==> src/rtl/tcap_pkg.sv <==
package tcap_pkg;

  localparam int CS_W   = 3;
  localparam int ADDR_W = 3;
  localparam int FLG_W  = 3;

  localparam int FLG_OVF = 0;
  localparam int FLG_CMP = 1;
  localparam int FLG_CAP = 2;

  typedef enum logic [ADDR_W-1:0] {
    A_CTRL   = 3'd0,
    A_IEN    = 3'd1,
    A_FLAG   = 3'd2,
    A_RSVD   = 3'd3,
    A_CNT_LO = 3'd4,
    A_CNT_HI = 3'd5,
    A_CMP_LO = 3'd6,
    A_CMP_HI = 3'd7
  } reg_addr_e;

  typedef struct packed {
    logic            src_cmp;
    logic            rise;
    logic            nc_en;
    logic            cap_mode;
    logic            coc;
    logic [CS_W-1:0] cs;
  } ctrl_t;

endpackage

==> src/rtl/tcap_counter.sv <==
module tcap_counter #(
  parameter int CNT_W = 16,
  parameter int CS_W  = 3,
  localparam int NSRC = (1 << CS_W) - 1
) (
  input  logic             clk,
  input  logic             rst,
  input  logic [CS_W-1:0]  cs,
  input  logic             coc_en,
  input  logic [NSRC-1:0]  tick_src,
  input  logic             wr_en,
  input  logic [CNT_W-1:0] wr_val,
  input  logic [CNT_W-1:0] top_val,
  output logic [CNT_W-1:0] cnt_q,
  output logic             tick_o,
  output logic             ovf_evt,
  output logic             cmp_evt
);

  localparam logic [CNT_W-1:0] MAX_VAL = '1;

  logic tick;
  logic at_cmp;
  logic at_max;

  always_comb begin
    tick = 1'b0;
    for (int i = 0; i < NSRC; i++) begin
      if (cs == CS_W'(i + 1)) tick = tick_src[i];
    end
  end

  assign at_cmp  = (cnt_q == top_val);
  assign at_max  = (cnt_q == MAX_VAL);
  assign tick_o  = tick;
  assign ovf_evt = tick & at_max;
  assign cmp_evt = tick & at_cmp;

  always_ff @(posedge clk) begin
    if (rst) begin
      cnt_q <= '0;
    end else if (wr_en) begin
      cnt_q <= wr_val;
    end else if (tick) begin
      if (coc_en && at_cmp) cnt_q <= '0;
      else                  cnt_q <= cnt_q + 1'b1;
    end
  end

endmodule

==> src/rtl/tcap_capture_front.sv <==
module tcap_capture_front #(
  parameter int SYNC_W   = 2,
  parameter int NC_DEPTH = 4
) (
  input  logic clk,
  input  logic rst,
  input  logic cap_pin,
  input  logic acmp_out,
  input  logic src_cmp,
  input  logic nc_en,
  input  logic rise,
  output logic cap_evt
);

  logic                raw;
  logic [SYNC_W-1:0]   sync_q;
  logic                synced;
  logic [NC_DEPTH-1:0] hist_q;
  logic                all_eq;
  logic                lvl_q;
  logic                prev_q;

  assign raw    = src_cmp ? acmp_out : cap_pin;
  assign synced = sync_q[SYNC_W-1];
  assign all_eq = (hist_q == {NC_DEPTH{synced}});

  always_ff @(posedge clk) begin
    if (rst) begin
      sync_q <= '0;
      hist_q <= '0;
      lvl_q  <= 1'b0;
      prev_q <= 1'b0;
    end else begin
      sync_q <= {sync_q[SYNC_W-2:0], raw};
      hist_q <= {hist_q[NC_DEPTH-2:0], synced};
      if (!nc_en || all_eq) lvl_q <= synced;
      prev_q <= lvl_q;
    end
  end

  assign cap_evt = rise ? (lvl_q & ~prev_q) : (~lvl_q & prev_q);

endmodule

==> src/rtl/tcap_regs.sv <==
module tcap_regs
  import tcap_pkg::*;
#(
  parameter int DATA_W = 8,
  localparam int CNT_W = 2 * DATA_W
) (
  input  logic              clk,
  input  logic              rst,
  input  logic [ADDR_W-1:0] bus_addr,
  input  logic              bus_wr,
  input  logic              bus_rd,
  input  logic [DATA_W-1:0] bus_wdata,
  output logic [DATA_W-1:0] bus_rdata,
  input  logic [CNT_W-1:0]  cnt_q,
  input  logic              ovf_evt,
  input  logic              cmp_evt,
  input  logic              cap_evt,
  output ctrl_t             ctrl_q,
  output logic [FLG_W-1:0]  flags_q,
  output logic [CNT_W-1:0]  cmp_q,
  output logic              cnt_wr,
  output logic              cmp_wr,
  output logic [CNT_W-1:0]  wr_val,
  output logic [FLG_W-1:0]  irq
);

  logic [DATA_W-1:0] temp_q;
  logic [FLG_W-1:0]  ien_q;
  logic [FLG_W-1:0]  set_v;
  logic [FLG_W-1:0]  clr_v;
  logic              cap_take;

  assign cnt_wr   = bus_wr && (bus_addr == A_CNT_LO);
  assign cmp_wr   = bus_wr && (bus_addr == A_CMP_LO);
  assign wr_val   = {temp_q, bus_wdata};
  assign cap_take = cap_evt && ctrl_q.cap_mode;

  always_comb begin
    set_v          = '0;
    set_v[FLG_OVF] = ovf_evt;
    set_v[FLG_CMP] = cmp_evt && !ctrl_q.cap_mode;
    set_v[FLG_CAP] = cap_take;
    clr_v = (bus_wr && bus_addr == A_FLAG) ? bus_wdata[FLG_W-1:0] : '0;
  end

  always_ff @(posedge clk) begin
    if (rst) begin
      ctrl_q  <= '0;
      ien_q   <= '0;
      flags_q <= '0;
      temp_q  <= '0;
      cmp_q   <= '0;
    end else begin
      flags_q <= (flags_q & ~clr_v) | set_v;
      if (bus_wr && bus_addr == A_CTRL) ctrl_q <= ctrl_t'(bus_wdata);
      if (bus_wr && bus_addr == A_IEN)  ien_q  <= bus_wdata[FLG_W-1:0];
      if (bus_wr && (bus_addr == A_CNT_HI || bus_addr == A_CMP_HI)) begin
        temp_q <= bus_wdata;
      end else if (bus_rd && bus_addr == A_CNT_LO) begin
        temp_q <= cnt_q[CNT_W-1:DATA_W];
      end else if (bus_rd && bus_addr == A_CMP_LO) begin
        temp_q <= cmp_q[CNT_W-1:DATA_W];
      end
      if (cmp_wr)        cmp_q <= wr_val;
      else if (cap_take) cmp_q <= cnt_q;
    end
  end

  always_ff @(posedge clk) begin
    if (rst) begin
      bus_rdata <= '0;
    end else if (bus_rd) begin
      case (bus_addr)
        A_CTRL:   bus_rdata <= DATA_W'(ctrl_q);
        A_IEN:    bus_rdata <= DATA_W'(ien_q);
        A_FLAG:   bus_rdata <= DATA_W'(flags_q);
        A_CNT_LO: bus_rdata <= cnt_q[DATA_W-1:0];
        A_CMP_LO: bus_rdata <= cmp_q[DATA_W-1:0];
        A_CNT_HI,
        A_CMP_HI: bus_rdata <= temp_q;
        default:  bus_rdata <= '0;
      endcase
    end
  end

  assign irq = flags_q & ien_q;

endmodule

==> src/rtl/tcap_timer16.sv <==
module tcap_timer16
  import tcap_pkg::*;
#(
  parameter int DATA_W   = 8,
  parameter int SYNC_W   = 2,
  parameter int NC_DEPTH = 4,
  localparam int CNT_W   = 2 * DATA_W,
  localparam int NSRC    = (1 << CS_W) - 1
) (
  input  logic              clk,
  input  logic              rst,
  input  logic [ADDR_W-1:0] bus_addr,
  input  logic              bus_wr,
  input  logic              bus_rd,
  input  logic [DATA_W-1:0] bus_wdata,
  output logic [DATA_W-1:0] bus_rdata,
  input  logic [NSRC-1:0]   tick_src,
  input  logic              cap_pin,
  input  logic              acmp_out,
  output logic              irq_ovf,
  output logic              irq_cmp,
  output logic              irq_cap
);

  ctrl_t             ctrl_q;
  logic [FLG_W-1:0]  flags_q;
  logic [FLG_W-1:0]  irq;
  logic [CNT_W-1:0]  cnt_q;
  logic [CNT_W-1:0]  cmp_q;
  logic [CNT_W-1:0]  wr_val;
  logic              cnt_wr;
  logic              cmp_wr;
  logic              cnt_tick;
  logic              ovf_evt;
  logic              cmp_evt;
  logic              cap_evt;
  logic              coc_eff;

  assign coc_eff = ctrl_q.coc & ~ctrl_q.cap_mode;

  tcap_counter #(
    .CNT_W (CNT_W),
    .CS_W  (CS_W)
  ) counter_i (
    .clk      (clk),
    .rst      (rst),
    .cs       (ctrl_q.cs),
    .coc_en   (coc_eff),
    .tick_src (tick_src),
    .wr_en    (cnt_wr),
    .wr_val   (wr_val),
    .top_val  (cmp_q),
    .cnt_q    (cnt_q),
    .tick_o   (cnt_tick),
    .ovf_evt  (ovf_evt),
    .cmp_evt  (cmp_evt)
  );

  tcap_capture_front #(
    .SYNC_W   (SYNC_W),
    .NC_DEPTH (NC_DEPTH)
  ) front_i (
    .clk      (clk),
    .rst      (rst),
    .cap_pin  (cap_pin),
    .acmp_out (acmp_out),
    .src_cmp  (ctrl_q.src_cmp),
    .nc_en    (ctrl_q.nc_en),
    .rise     (ctrl_q.rise),
    .cap_evt  (cap_evt)
  );

  tcap_regs #(
    .DATA_W (DATA_W)
  ) regs_i (
    .clk       (clk),
    .rst       (rst),
    .bus_addr  (bus_addr),
    .bus_wr    (bus_wr),
    .bus_rd    (bus_rd),
    .bus_wdata (bus_wdata),
    .bus_rdata (bus_rdata),
    .cnt_q     (cnt_q),
    .ovf_evt   (ovf_evt),
    .cmp_evt   (cmp_evt),
    .cap_evt   (cap_evt),
    .ctrl_q    (ctrl_q),
    .flags_q   (flags_q),
    .cmp_q     (cmp_q),
    .cnt_wr    (cnt_wr),
    .cmp_wr    (cmp_wr),
    .wr_val    (wr_val),
    .irq       (irq)
  );

  assign irq_ovf = irq[FLG_OVF];
  assign irq_cmp = irq[FLG_CMP];
  assign irq_cap = irq[FLG_CAP];

endmodule

==> config.mk <==
export PLATFORM = sky130hd
export DESIGN_NAME = tcap_timer16
export DESIGN_NICKNAME = d
export VERILOG_FILES = /design/src/rtl/tcap_pkg.sv /design/src/rtl/tcap_counter.sv /design/src/rtl/tcap_capture_front.sv /design/src/rtl/tcap_regs.sv /design/src/rtl/tcap_timer16.sv
export SDC_FILE = /design/constraint.sdc
export NUM_CORES = 1
export LEC_CHECK = 0
export CAP_MARGIN = 10
export CORE_ASPECT_RATIO = 1.75
export CORE_MARGIN = 3
export CORE_UTILIZATION = 62
export DETAILED_ROUTE_END_ITERATION = 10
export DONT_BUFFER_PORTS = 1
export GPL_ROUTABILITY_DRIVEN = 0
export PLACE_DENSITY = 0.78
export SETUP_SLACK_MARGIN = 0.15
export SYNTH_ARGS = -nofsm -noshare
export SYNTH_HDL_FRONTEND = slang
export SYNTH_SLANG_ARGS = --single-unit
==> constraint.sdc <==
create_clock -name clk -period 2.5 [get_ports clk]
set_clock_uncertainty 0.05 [all_clocks]
set_input_delay 0.5 -clock clk [delete_from_list [all_inputs] [get_ports clk]]
set_output_delay 0.5 -clock clk [all_outputs]
set_load 0.005 [all_outputs]
==> impl_results.md, run 1 <==
* Slowest CP cell: dfxtp_1
* Synth async-reset ratio at 0%
* PostCTS Resize Cnt at 0
* Die H at 110 µm
* Synthesis Warnings at 0
* Setup bufs post-CTS at 0
* Crit Path Category: flip-flop to flip-flop
* Pre-antenna DRT Iters at 6
* Commonest non-fill, non-tap cells in the layout: dfxtp_1, nor2_1, nand2_1
* Grt ovf at 0
* Critical path fanouts, max at 9
* Power per cell area at 602 nW/µm²
* CP required at 2.70 ns
* Sw Ratio at between 20% and 30%
* Reg power frac at between 40% and 50%
* Routed length per instance at around 21 µm
* Vias at 3634
* Data arrival, critical path at 2.29 ns
* Total chip power at 2.49 mW
* Register area share after synthesis at 36.3%
* Leakage at 1.59 nW
* Largest stage delay on the critical path at 0.49 ns
* Die area at 7250 µm²
* Clock sink total at 70
* Worst IR drop on VDD at 494 µV
* Area growth syn-to-layout at 7.00%
* Internal power at 1.85 mW
* Via-per-instance ratio at 6.69
* Die W at between 60 and 70 µm
* Most common cell after layout, fill and taps aside: dfxtp_1
* Headroom to the max-slew limit at around 55%
* Ant diodes at 0
* # H-tree levels at 3
* Final Hold Vio Count at 0
* Hold WC Path Type: primary input to flip-flop
* P_sw at 0.632 mW
* Detail Route Antenna Nets at 0
* Setup_tns at 0 ns
* Cts hold-fix bufs at 0
* Post-synth EDFFs at 0
* Clock power share at a little over two fifths
* Largest net degree at the start of global routing at 75
* Layout cells sized above 1 at 9.25%
* Reg2Reg Depth at 6
* Drc violations at 0
* Fin crit period at 2.09 ns
* Clk pin slew, worst setup/hold paths at 0.08 ns
* CP Capture Type: flip-flop
* Max clock buf depth at 2
* RSZ-0062 raised after global routing: false
* Tightest Pin Transition at 0.679 ns
* Clk_lat worst skew at 0.38 ns
* IO Port Bufs at 0
* TritonCTS clock tree: yes
* Synth Register Bits at 70
* CTS Root Cell: clkbuf_8
* MaxCap Viol Count at 0
* Post-Syn Instances at 475
* Comb power frac at 9.6%
* Syn nets at 500
* First-pass GRT wire length at roughly 18 mm
* TritonCTS buffer count at 9
* # rows at 37
* Hold path depth at 1
* NumNets Final at 485
* HPWL Detailed at about 7.7 mm
* Ys flop type: dfxtp_1
* Total core area at 5970 µm²
* IO Pins at 35
* Vias in the first global route at 3464
* Total track usage at 33.3%
* Syn avg cell area at 8.13 µm²
* Final-report setup violation count at 0
* Period utilisation layout at 83.6%
* Critical Path Source Type: flip-flop
* Status: finished clean
* CP cell instances: xnor2_1, nand4_1, nor2_1, nand3_1, o211ai_1, a21oi_1
* Max Slew Vio Count at 0
* Maximum clock frequency at 479 MHz
* Drt total wl at 11.4 mm
* Initial core utilization at 64.7%
* DRT iter0 DRCs at 339
* Initial antenna violation count at 0
* Cell area after synthesis at 3860 µm²
* Unique masters post-synth at 45
[logic make-up (layout without fill, tap and decap cells)]
logic type	count (synthesis)	in the layout	synth area share, %
muxes	44	44	12.2
AOI/OAI and AO/OA	105	105	18.1
buffers and inverters	46	36	5.02
xor gates and xnor gates	18	18	4.08
and+or+nand+nor	191	191	24.0
adders and majority gates	1	1	0.324
DFF	70	70	36.3
[layer usage]
metal,global-route usage [%],wire (µm),vias up
li1,-,-,1668
met1,35.2,4090,1689
met2,54.3,5520,213
met3,9.94,959,64
met4,26.0,870,0
met5,0,0,-
[cells in the mapped netlist (2+ instances only)]
| cell | number | area share [%] |
|---|---|---|
| dfxtp_1 | 70 | 36 |
| nor2_1 | 64 | 6.2 |
| nand2_1 | 45 | 4.4 |
| mux2i_1 | 39 | 10 |
| a21oi_1 | 38 | 4.9 |
| clkbuf_1 | 34 | 3.3 |
| a211oi_1 | 23 | 4.5 |
| nand3_1 | 21 | 2.7 |
| xnor2_1 | 16 | 3.6 |
| a22oi_1 | 11 | 2.1 |
| nor2b_1 | 9 | 1.5 |
| nor3_1 | 9 | 1.2 |
| o21ai_0 | 9 | 1.2 |
| and2_1 | 8 | 1.3 |
| nand2b_1 | 8 | 1.3 |
| nand4_1 | 7 | 1.1 |
| a221oi_1 | 6 | 1.4 |
| o211ai_1 | 6 | 1.2 |
| and3_1 | 5 | 0.81 |
| buf_2 | 5 | 0.65 |
| a21o_1 | 3 | 0.58 |
| buf_1 | 3 | 0.29 |
| mux2_2 | 3 | 0.87 |
| nor3b_1 | 3 | 0.58 |
| a222oi_1 | 2 | 0.52 |
| a32oi_1 | 2 | 0.45 |
| and4_1 | 2 | 0.45 |
| buf_6 | 2 | 0.58 |
| inv_1 | 2 | 0.19 |
| mux4_2 | 2 | 1.2 |
| nor4_1 | 2 | 0.32 |
| o22ai_1 | 2 | 0.32 |
| xor2_1 | 2 | 0.45 |
[sequential cells by signal, indices dropped and copies added (netlist names)]
signal,flops
counter_i.cnt_q,16
front_i.hist_q,4
front_i.lvl_q,1
front_i.prev_q,1
front_i.sync_q,2
regs_i.bus_rdata,8
regs_i.cmp_q,16
regs_i.ctrl_q,8
regs_i.flags_q,3
regs_i.ien_q,3
regs_i.temp_q,8
[worst max-delay path: cells and delay by family (launching register included)]
family / cells / cell delay, ns
flops: 1 / 0.49
simple gates: 3 / 0.94
xor+xnor: 1 / 0.15
compound gates: 2 / 0.33
[path summary, 6_finish.rpt]
| check | from | to | slack, ns |
|---|---|---|---|
| setup reg to reg | counter_i.cnt_q[15] | counter_i.cnt_q[13] | 0.41 |
| hold reg to reg | front_i.sync_q[0] | front_i.sync_q[1] | 0.40 |
| hold / removal | rst | front_i.sync_q[1] | 0.14 |
| setup / recovery | counter_i.cnt_q[15] | counter_i.cnt_q[13] | 0.41 |
[power by group through the flow]
stage	Combinational, mW	Sequential [mW]	Clock (mW)
6_report	0.239	1.20	1.05
5_1_grt	0.259	1.20	1.10
4_1_cts	0.234	1.20	1.05
3_5_place_dp	0.231	1.22	0
3_3_place_gp	0.227	1.22	0
2_1_floorplan	0.225	1.20	0
[through the flow]
stage | std cells | worst slack [ns] | utilization, % | instance area [µm²] | hold WS (ns)
finish | 543 | 0.410 | 69.2 | 4130 | 0.144
global route | 543 | 0.260 | 69.2 | 4130 | 0.128
CTS | 543 | 0.432 | 69.2 | 4130 | 0.134
detailed placement | 527 | 0.453 | 65.4 | 3910 | 0.385
global placement | 527 | 0.476 | 65.4 | 3910 | 0.384
floorplan | 475 | 0.523 | - | 3860 | 0.364
[layout make-up]
cell class	instances	area, µm²
Multi-Input combinational cell	359	2270
Fill cell	499	1840
Sequential cell	70	1400
Clock buffer	11	141
Timing Repair Buffer	18	135
Tap cell	78	97.6
Clock inverter	5	82.6
Inverter	2	7.51
Note: power is estimated with default switching activity, not from simulation.
==> inputs of run 2 (changes only) <==
--- a/config.mk
+++ b/config.mk
@@ -8,11 +8,11 @@
 export CAP_MARGIN = 10
 export CORE_ASPECT_RATIO = 1.75
 export CORE_MARGIN = 3
-export CORE_UTILIZATION = 62
+export CORE_UTILIZATION = 57
 export DETAILED_ROUTE_END_ITERATION = 10
 export DONT_BUFFER_PORTS = 1
 export GPL_ROUTABILITY_DRIVEN = 0
-export PLACE_DENSITY = 0.78
+export PLACE_DENSITY = 0.75
 export SETUP_SLACK_MARGIN = 0.15
 export SYNTH_ARGS = -nofsm -noshare
 export SYNTH_HDL_FRONTEND = slang
==> constraint.sdc (replaced) <==
create_clock -name clk -period 1.7 [get_ports clk]
set_clock_uncertainty 0.05 [all_clocks]
set_input_delay 0.34 -clock clk [delete_from_list [all_inputs] [get_ports clk]]
set_output_delay 0.34 -clock clk [all_outputs]
set_load 0.005 [all_outputs]
==> run 2 against run 1 <==
Net effect: the run now ends with negative setup slack left; design area rose by 15%; register-to-register slack got worse by 0.59 ns; sequential cell count unchanged; count of clock-buffer cells in the layout is 2 lower; cell count rose by 7.6%; first-iteration DRC count increased by 5.0%; sequential power rose by 47%; worst setup slack worse by 0.59 ns.
==> impl_results.md, run 2 (synthesis results as in run 1) <==
* Drt total wl at 11.9 mm
* Max clock buf depth at 2
* CP cell instances: mux2i_1, mux4_2, nand2b_4, a31oi_4, a32oi_1, a21oi_1
* Comb power frac at 10.2%
* Via-per-instance ratio at around 6.4
* Largest net degree at the start of global routing at 75
* Total track usage at between 30% and 40%
* Grt ovf at 0
* Clock power share at between 50% and 60%
* Period utilisation layout at 110%
* RSZ-0062 raised after global routing: true
* Bufs and invs on worst path at 0
* Hold WC Path Type: primary input to flip-flop
* Layout cells sized above 1 at 22.9%
* Area growth syn-to-layout at 22.8%
* Clock sink total at 70
* CTS Root Cell: clkbuf_16
* Total core area at 6540 µm²
* Routed length per instance at 20.4 µm
* Max Slew Vio Count at 0
* IO Pins at 35
* Power per cell area at 965 nW/µm²
* DRT iter0 DRCs at 356
* Fin crit period at 1.88 ns
* Failing checks: negative setup slack
* HPWL Detailed at 8.10 mm
* Die W at around 68 µm
* NumNets Final at 522
* Internal power at about 3.5 mW
* FF/Latch Area at 1410 µm²
* MaxCap Viol Count at 0
* Headroom to the max-slew limit at 68.7%
* Fin cells at 584
* Critical Path Source Type: flip-flop
* TritonCTS clock tree: yes
* Setup_tns at -1.43 ns
* Post-route worst hold slack at 0.00458 ns
* # fillers at 483
* Largest stage delay on the critical path at 0.52 ns
* Pre-antenna DRT Iters at 6
* Vias at approximately 3800
* Ant diodes at 0
* Critical path fanouts, max at 7
* Status: finished, violations left
* Initial core utilization at between 50% and 60%
* Reg power frac at 38.4%
* TritonCTS buffer count at 9
* Final Hold Vio Count at 0
* Crit Path Category: flip-flop to flip-flop
* Worst path top cell family by delay: multiplexers
* P_sw at 1.06 mW
* Total chip power at 4.58 mW
* Multi-input gate area in the final layout at 2400 µm²
* CP Capture Type: flip-flop
* Final-report setup violation count at 15
* Commonest non-fill, non-tap cells in the layout: nor2_1, dfxtp_1, buf_4
* Tightest Pin Transition at 0.468 ns
* Initial antenna violation count at 0
* Slowest CP cell: mux4_2
* # H-tree levels at 3
* Drc violations at 0
* PnR worst setup slack at -0.175 ns
* # rows at 39
* Sw Ratio at 23.1%
* Placed Cells at 561
* Die H at 115 µm
* Worst IR drop on VDD at 955 µV
* IO Port Bufs at 0
* CP required at about 1.9 ns
* First-pass GRT wire length at 18.5 mm
* Detail Route Antenna Nets at 0
* Data arrival, critical path at 2.10 ns
* Die area at 7840 µm²
* Clk_lat worst skew at 0.35 ns
* Vias in the first global route at 3596
* Largest registers: counter_i.cnt_q: 16 flops, regs_i.cmp_q: 16 flops
* Clk pin slew, worst setup/hold paths at ~0.060 ns
* Leakage at 1.89 nW
* Pre-CTS setup slack at -0.214 ns
* Maximum clock frequency at 533 MHz
## run 2: cell types whose count changed in the layout (fill, tap and decap cells not counted), sizes merged
| cell | before | now |
|---|---|---|
| clkinv | 3 | 1 |
| clkbuf | 11 | 9 |
| clkinvlp | 0 | 1 |
| buf | 18 | 54 |
| bufinv | 2 | 4 |
| dlygate4sd3 | 0 | 1 |
| inv | 2 | 3 |
## run 2: per-layer routing
| layer | global-route usage [%] | vias to the layer above | wire (µm) |
|---|---|---|---|
| li1 | - | 1735 | - |
| met1 | 36.2 | 1773 | 4110 |
| met2 | 52.3 | 192 | 6030 |
| met3 | 9.29 | 59 | 921 |
| met4 | 19.0 | 0 | 831 |
| met5 | 0 | - | 0 |
## run 2: layout make-up
cell class / count / area share, %
clock buffer: 9 / 4.75
multi-input combinational: 359 / 50.6
timing repair buffer: 55 / 9.44
clock inverter: 7 / 3.06
tap: 82 / 2.16
inverter: 2 / 0.158
sequential: 70 / 29.8
## run 2: metrics by stage
stage | utilization [%] | cell area (µm²)
final | 72.5 | 4740
after global routing | 72.5 | 4740
after CTS | 70.4 | 4600
after detailed placement | 64.2 | 4200
after global placement | 64.2 | 4200
after floorplan | - | 3940
## run 2: timing repair
item,4_1_cts,5_1_grt
endpoints found under the setup margin,18,35
buffers inserted,1,5
endpoints found under the hold margin,0,1
hold buffers,0,1
cloned,0,0
resized for setup,10,25
pin swaps,5,7
## run 2: path summary, 6_finish.rpt
| check | startpoint | end | slack, ns | cells past startpoint |
|---|---|---|---|---|
| setup / recovery | regs_i.ctrl_q[2] | counter_i.cnt_q[2] | -0.18 | 6 |
| hold / removal | rst | regs_i.cmp_q[4] | 0.005 | 1 |
| setup reg to reg | regs_i.ctrl_q[2] | counter_i.cnt_q[2] | -0.18 | 6 |
| hold reg to reg | front_i.sync_q[0] | front_i.sync_q[1] | 0.39 | 1 |
## run 2: power by group through the flow
stage / sequential (mW) / clock (mW) / combinational, mW
detailed placement: 1.79 / 0 / 0.416
global route: 1.76 / 2.43 / 0.497
floorplan: 1.77 / 0 / 0.350
CTS: 1.76 / 2.36 / 0.437
finish: 1.76 / 2.35 / 0.466
global placement: 1.79 / 0 / 0.406
